==> config.mk <==
export PLATFORM = sky130hd
export DESIGN_NAME = i2c_flag_status
export DESIGN_NICKNAME = d
export VERILOG_FILES = /design/src/rtl/i2c_flag_pkg.sv /design/src/rtl/i2c_line_sync.sv /design/src/rtl/i2c_event_flags.sv /design/src/rtl/i2c_irq_gate.sv /design/src/rtl/i2c_flag_status.sv
export SDC_FILE = /design/constraint.sdc
export NUM_CORES = 1
export LEC_CHECK = 0
export BUFFER_PORTS_ARGS = -buffer_cell sky130_fd_sc_hd__buf_2
export CAP_MARGIN = 10
export CORE_MARGIN = 2
export CORE_UTILIZATION = 44
export CTS_CLUSTER_SIZE = 24
export DETAILED_ROUTE_END_ITERATION = 8
export GPL_ROUTABILITY_DRIVEN = 0
export GPL_TIMING_DRIVEN = 0
export PLACE_DENSITY = 0.85
export SKIP_CTS_REPAIR_TIMING = 1
export SLEW_MARGIN = 20
export SYNTH_ARGS = -nofsm -noshare
export SYNTH_HDL_FRONTEND = slang
export SYNTH_SLANG_ARGS = --single-unit
export TNS_END_PERCENT = 5
==> constraint.sdc <==
create_clock -name clk -period 2.1 [get_ports clk]
set_input_delay 0.42 -clock clk [delete_from_list [all_inputs] [get_ports clk]]
set_output_delay 0.42 -clock clk [all_outputs]
set_load 0.005 [all_outputs]
==> src/rtl/i2c_flag_pkg.sv <==
package i2c_flag_pkg;

    localparam int REG_W       = 16;
    localparam int FLAG_W      = 8;
    localparam int BIT_SDA_LOW = 12;
    localparam int BIT_SCL_LOW = 11;
    localparam int BIT_BUSY    = 10;
    localparam int BIT_DIR     = 9;
    localparam int BIT_RBF     = 1;
    localparam int BIT_TBE     = 0;

    typedef enum logic [1:0] {
        CLR_BY_W1      = 2'd0,
        CLR_BY_RXREAD  = 2'd1,
        CLR_BY_TXWRITE = 2'd2
    } clr_kind_e;

    function automatic clr_kind_e clr_kind_of(input int idx);
        if (idx == BIT_RBF) return CLR_BY_RXREAD;
        if (idx == BIT_TBE) return CLR_BY_TXWRITE;
        return CLR_BY_W1;
    endfunction

    typedef struct packed {
        logic busy;
        logic dir;
    } live_stat_t;

    typedef struct packed {
        logic [FLAG_W-1:0] en;
        logic              irq;
    } irq_state_t;

endpackage

==> src/rtl/i2c_line_sync.sv <==
module i2c_line_sync #(
    parameter int   STAGES    = 2,
    parameter logic RESET_VAL = 1'b1
) (
    input  logic clk,
    input  logic rst_n,
    input  logic din,
    output logic dout
);
    logic [STAGES-1:0] chain_d;
    logic [STAGES-1:0] chain_q;

    always_comb begin
        chain_d[0] = din;
        for (int i = 1; i < STAGES; i++) begin
            chain_d[i] = chain_q[i-1];
        end
    end

    always_ff @(posedge clk or negedge rst_n) begin
        if (!rst_n) chain_q <= {STAGES{RESET_VAL}};
        else        chain_q <= chain_d;
    end

    assign dout = chain_q[STAGES-1];
endmodule

==> src/rtl/i2c_event_flags.sv <==
module i2c_event_flags
    import i2c_flag_pkg::*;
#(
    parameter int W = FLAG_W
) (
    input  logic         clk,
    input  logic         rst_n,
    input  logic         soft_rst,
    input  logic [W-1:0] set_pulse,
    input  logic         w1c_wr,
    input  logic [W-1:0] w1c_mask,
    input  logic         rx_read,
    input  logic         tx_write,
    output logic [W-1:0] flags
);
    logic [W-1:0] clr_vec;
    logic [W-1:0] flags_d;
    logic [W-1:0] flags_q;

    for (genvar i = 0; i < W; i++) begin : g_clr
        if (clr_kind_of(i) == CLR_BY_RXREAD) begin : g_rx
            assign clr_vec[i] = rx_read;
        end else if (clr_kind_of(i) == CLR_BY_TXWRITE) begin : g_tx
            assign clr_vec[i] = tx_write;
        end else begin : g_w1
            assign clr_vec[i] = w1c_wr & w1c_mask[i];
        end
    end

    always_comb begin
        if (soft_rst) flags_d = '0;
        else          flags_d = set_pulse | (flags_q & ~clr_vec);
    end

    always_ff @(posedge clk or negedge rst_n) begin
        if (!rst_n) flags_q <= '0;
        else        flags_q <= flags_d;
    end

    assign flags = flags_q;
endmodule

==> src/rtl/i2c_irq_gate.sv <==
module i2c_irq_gate
    import i2c_flag_pkg::*;
(
    input  logic              clk,
    input  logic              rst_n,
    input  logic              soft_rst,
    input  logic              en_wr,
    input  logic [FLAG_W-1:0] en_wdata,
    input  logic [FLAG_W-1:0] flags,
    output logic [FLAG_W-1:0] en,
    output logic              irq
);
    irq_state_t st_d;
    irq_state_t st_q;

    always_comb begin
        st_d = st_q;
        if (en_wr) st_d.en = en_wdata;
        st_d.irq = soft_rst ? 1'b0 : |(flags & st_q.en);
    end

    always_ff @(posedge clk or negedge rst_n) begin
        if (!rst_n) st_q <= '0;
        else        st_q <= st_d;
    end

    assign en  = st_q.en;
    assign irq = st_q.irq;
endmodule

==> src/rtl/i2c_flag_status.sv <==
module i2c_flag_status
    import i2c_flag_pkg::*;
#(
    parameter int SYNC_STAGES = 2
) (
    input  logic              clk,
    input  logic              rst_n,
    input  logic              soft_rst,
    input  logic              stat_wr,
    input  logic              ien_wr,
    input  logic [REG_W-1:0]  wdata,
    input  logic              rxd_rd,
    input  logic              txd_wr,
    input  logic [FLAG_W-1:0] evt_set,
    input  logic              sda_in,
    input  logic              scl_in,
    input  logic              bus_busy,
    input  logic              xmit_mode,
    output logic [REG_W-1:0]  stat_rdata,
    output logic [FLAG_W-1:0] ien_rdata,
    output logic              irq
);
    logic              sda_sync;
    logic              scl_sync;
    logic [FLAG_W-1:0] flags;
    live_stat_t        live_d;
    live_stat_t        live_q;

    i2c_line_sync #(.STAGES(SYNC_STAGES), .RESET_VAL(1'b1)) u_sda_sync (
        .clk(clk), .rst_n(rst_n), .din(sda_in), .dout(sda_sync)
    );

    i2c_line_sync #(.STAGES(SYNC_STAGES), .RESET_VAL(1'b1)) u_scl_sync (
        .clk(clk), .rst_n(rst_n), .din(scl_in), .dout(scl_sync)
    );

    i2c_event_flags #(.W(FLAG_W)) u_flags (
        .clk(clk), .rst_n(rst_n), .soft_rst(soft_rst),
        .set_pulse(evt_set), .w1c_wr(stat_wr), .w1c_mask(wdata[FLAG_W-1:0]),
        .rx_read(rxd_rd), .tx_write(txd_wr), .flags(flags)
    );

    i2c_irq_gate u_irq (
        .clk(clk), .rst_n(rst_n), .soft_rst(soft_rst),
        .en_wr(ien_wr), .en_wdata(wdata[FLAG_W-1:0]), .flags(flags),
        .en(ien_rdata), .irq(irq)
    );

    always_comb begin
        live_d.busy = soft_rst ? 1'b0 : bus_busy;
        live_d.dir  = xmit_mode;
    end

    always_ff @(posedge clk or negedge rst_n) begin
        if (!rst_n) live_q <= '0;
        else        live_q <= live_d;
    end

    always_comb begin
        stat_rdata                 = '0;
        stat_rdata[FLAG_W-1:0]     = flags;
        stat_rdata[BIT_SDA_LOW]    = ~sda_sync;
        stat_rdata[BIT_SCL_LOW]    = ~scl_sync;
        stat_rdata[BIT_BUSY]       = live_q.busy;
        stat_rdata[BIT_DIR]        = live_q.dir;
    end
endmodule

==> impl_metrics.env <==
export IMPL_final_antenna_net_count=0
export IMPL_outcome="finished, final reports clean"
export IMPL_synth_area_mux_share=0.129
export IMPL_cts_buffers=3
export IMPL_hpwlAfterDp_um=1440
export IMPL_final_util=0.623
export IMPL_seqCellArea_um2=581
export IMPL_synth_top_family_by_area="compound AO/OA/AOI/OAI gates"
export IMPL_crit_buf_inv=2
export IMPL_min_path_type="input pin to async pin"
export IMPL_maxCapViolCount=0
export IMPL_fillers=149
export IMPL_period_needed_ns=1.39
export IMPL_first_global_vias=643
export IMPL_synth_seq_cells=23
export IMPL_rsz0062_at_grt="no"
export IMPL_chipWidth_um=50.1
export IMPL_post_drt_wl_per_cell_um=13.0
export IMPL_critPathTopFamily="flip-flops"
export IMPL_ys_types=14
export IMPL_final_area_mm2=0.00123
export IMPL_synth_avg_cell_area_um2=14.8
export IMPL_cp_required_ns=1.68
export IMPL_clkLatencyLatePin_ns=0.29
export IMPL_cts_tree="done"
export IMPL_synth_fa_ha_area_frac=0
export IMPL_multi_input_area_um2=308
export IMPL_seq_area_frac_synth=0.622
export IMPL_first_pass_iters=2
export IMPL_finalHoldViolCount=0
export IMPL_path_max_fanout=1
export IMPL_grt_max_degree=24
export IMPL_maxSlewViolCount=0
export IMPL_die_y_um=50.1
export IMPL_portBuffers=46
export IMPL_start_util=0.471
export IMPL_start_kind="flip-flop"
export IMPL_synthToLayoutAreaGrowth_pct=32.3
export IMPL_drc_errors=0
export IMPL_cts_clk_slew_worst_paths_ns=0.12
export IMPL_syn_cell_area_um2=933
export IMPL_power_density_mw_per_mm2=677
export IMPL_final_cell_mix="buf_2, dfrtp_1, mux2_4"
export IMPL_crit_path_cell_trace="inv_1, buf_2"
export IMPL_cp_arrival_ns=0.97
export IMPL_fin_skew_ns=0.00494
export IMPL_ff2ff_setup_slack_ns=1.19
export IMPL_cts_root_buf="clkbuf_4"
export IMPL_synthSimpleGateAreaFrac=0.0201
export IMPL_htree_levels=1
export IMPL_setup_tns_ns=0
export IMPL_endpoint_kind="output port"
export IMPL_vias_per_cell=4.68
export IMPL_antenna_cells=0
export IMPL_cp_slowest_cell="dfstp_2"
export IMPL_yosys_warnings=0
export IMPL_die_area_mm2=0.00251
export IMPL_synth_xor_area_share=0
export IMPL_nets=152
export IMPL_antenna_found_initial=0
export IMPL_core_area_mm2=0.00198
export IMPL_num_vias=669
export IMPL_grt_util_all_layers=0.162
export IMPL_crit_type="flip-flop to output port"
export IMPL_p_leak_nw=0.652
export IMPL_ir_drop_mv=0.465
export IMPL_setup_violations=0
export IMPL_grt_first_pass_wirelength_um=3020
export IMPL_grt_overflow_total=0
export IMPL_max_stage_delay_ns=0.54
export IMPL_fp_row_count=16
export IMPL_fmax_ghz=0.719
export IMPL_holdWs_ns=0.0601
export IMPL_drive_above_1_share=0.621
export IMPL_initialDrtViolationCount=2
export IMPL_syn_inst=63
export IMPL_layout_commonest_cell="buf_2"
export IMPL_clock_sinks=23
export IMPL_io_pin_count=60
export IMPL_synth_compound_area_frac=0.165
export IMPL_routed_wl_um=1860
export IMPL_fin_crit_sh=0.662
export IMPL_postPlaceCellArea_mm2=0.00121
export IMPL_cts_buffer_depth=2
==> layer usage <==
layer	vias to the layer above	GRT usage	share of wire
met1	323	0.205	0.43
met3	0	0.0364	0.068
li1	316	-	-
met2	30	0.276	0.51
met5	-	0	0
met4	0	0.0417	0
==> sequential cells by signal (all words and copies together) (netlist names) <==
name / flops
stat_rdata: 2
u_irq.irq: 1
u_flags.flags: 8
u_sda_sync.chain_q: 2
u_scl_sync.chain_q: 2
u_irq.en: 8
==> synth_stat cells (all sizes together) <==
library cell / instances / area (µm²)
nor2b: 1 / 6.26
inv: 4 / 15.0
conb: 1 / 3.75
a21boi: 6 / 45.0
nand2b: 2 / 12.5
dfstp: 4 / 105
a41oi: 1 / 8.76
dfrtp: 19 / 475
mux2: 8 / 120
buf: 5 / 41.3
a22oi: 4 / 30.0
a21oi: 2 / 10.0
o21ba: 6 / 60.1
==> cell families after synthesis <==
kind of cell | count (synthesis)
flip-flops | 23
AO/OA/AOI/OAI | 19
buffers and inverters | 9
multiplexers | 8
AND/OR/NAND/NOR | 3
other | 1
==> through the flow <==
step	std cells	total power [W]	setup slack, ns
2_1_floorplan	66	0.000574	1.14
3_3_place_gp	139	0.000645	1.05
3_5_place_dp	139	0.000652	1.04
4_1_cts	143	0.000842	0.701
5_1_grt	143	0.000876	0.649
6_report	143	0.000836	0.709
==> final timing paths <==
| path | cells after the start | startpoint | end |
|---|---|---|---|
| min in group clk | 1 | scl_in | u_scl_sync.chain_q[0] |
| hold / removal | 1 | rst_n | stat_rdata[9] |
| setup / recovery | 2 | u_scl_sync.chain_q[1] | stat_rdata[11] |
| setup reg to reg | 2 | u_irq.en[1] | u_irq.irq |
| max in group asynchronous | 1 | rst_n | u_scl_sync.chain_q[1] |
| hold reg to reg | 0 | u_sda_sync.chain_q[0] | u_sda_sync.chain_q[1] |
==> where the power goes <==
group	total [W]	internal, W	switching, W
clock network	0.000194	0.0000738	0.000121
registers	0.000503	0.000480	0.0000234
logic	0.000139	0.0000849	0.0000540
total	0.000836	0.000638	0.000198
==> final cells by class <==
class	count	area share
buffer	5	0.0334
clock buffer	4	0.0213
inverter	4	0.0122
multi-input combinational	34	0.249
sequential	23	0.470
tap	27	0.0274
timing repair buffer	46	0.186
(Power assumes the default switching activity.)
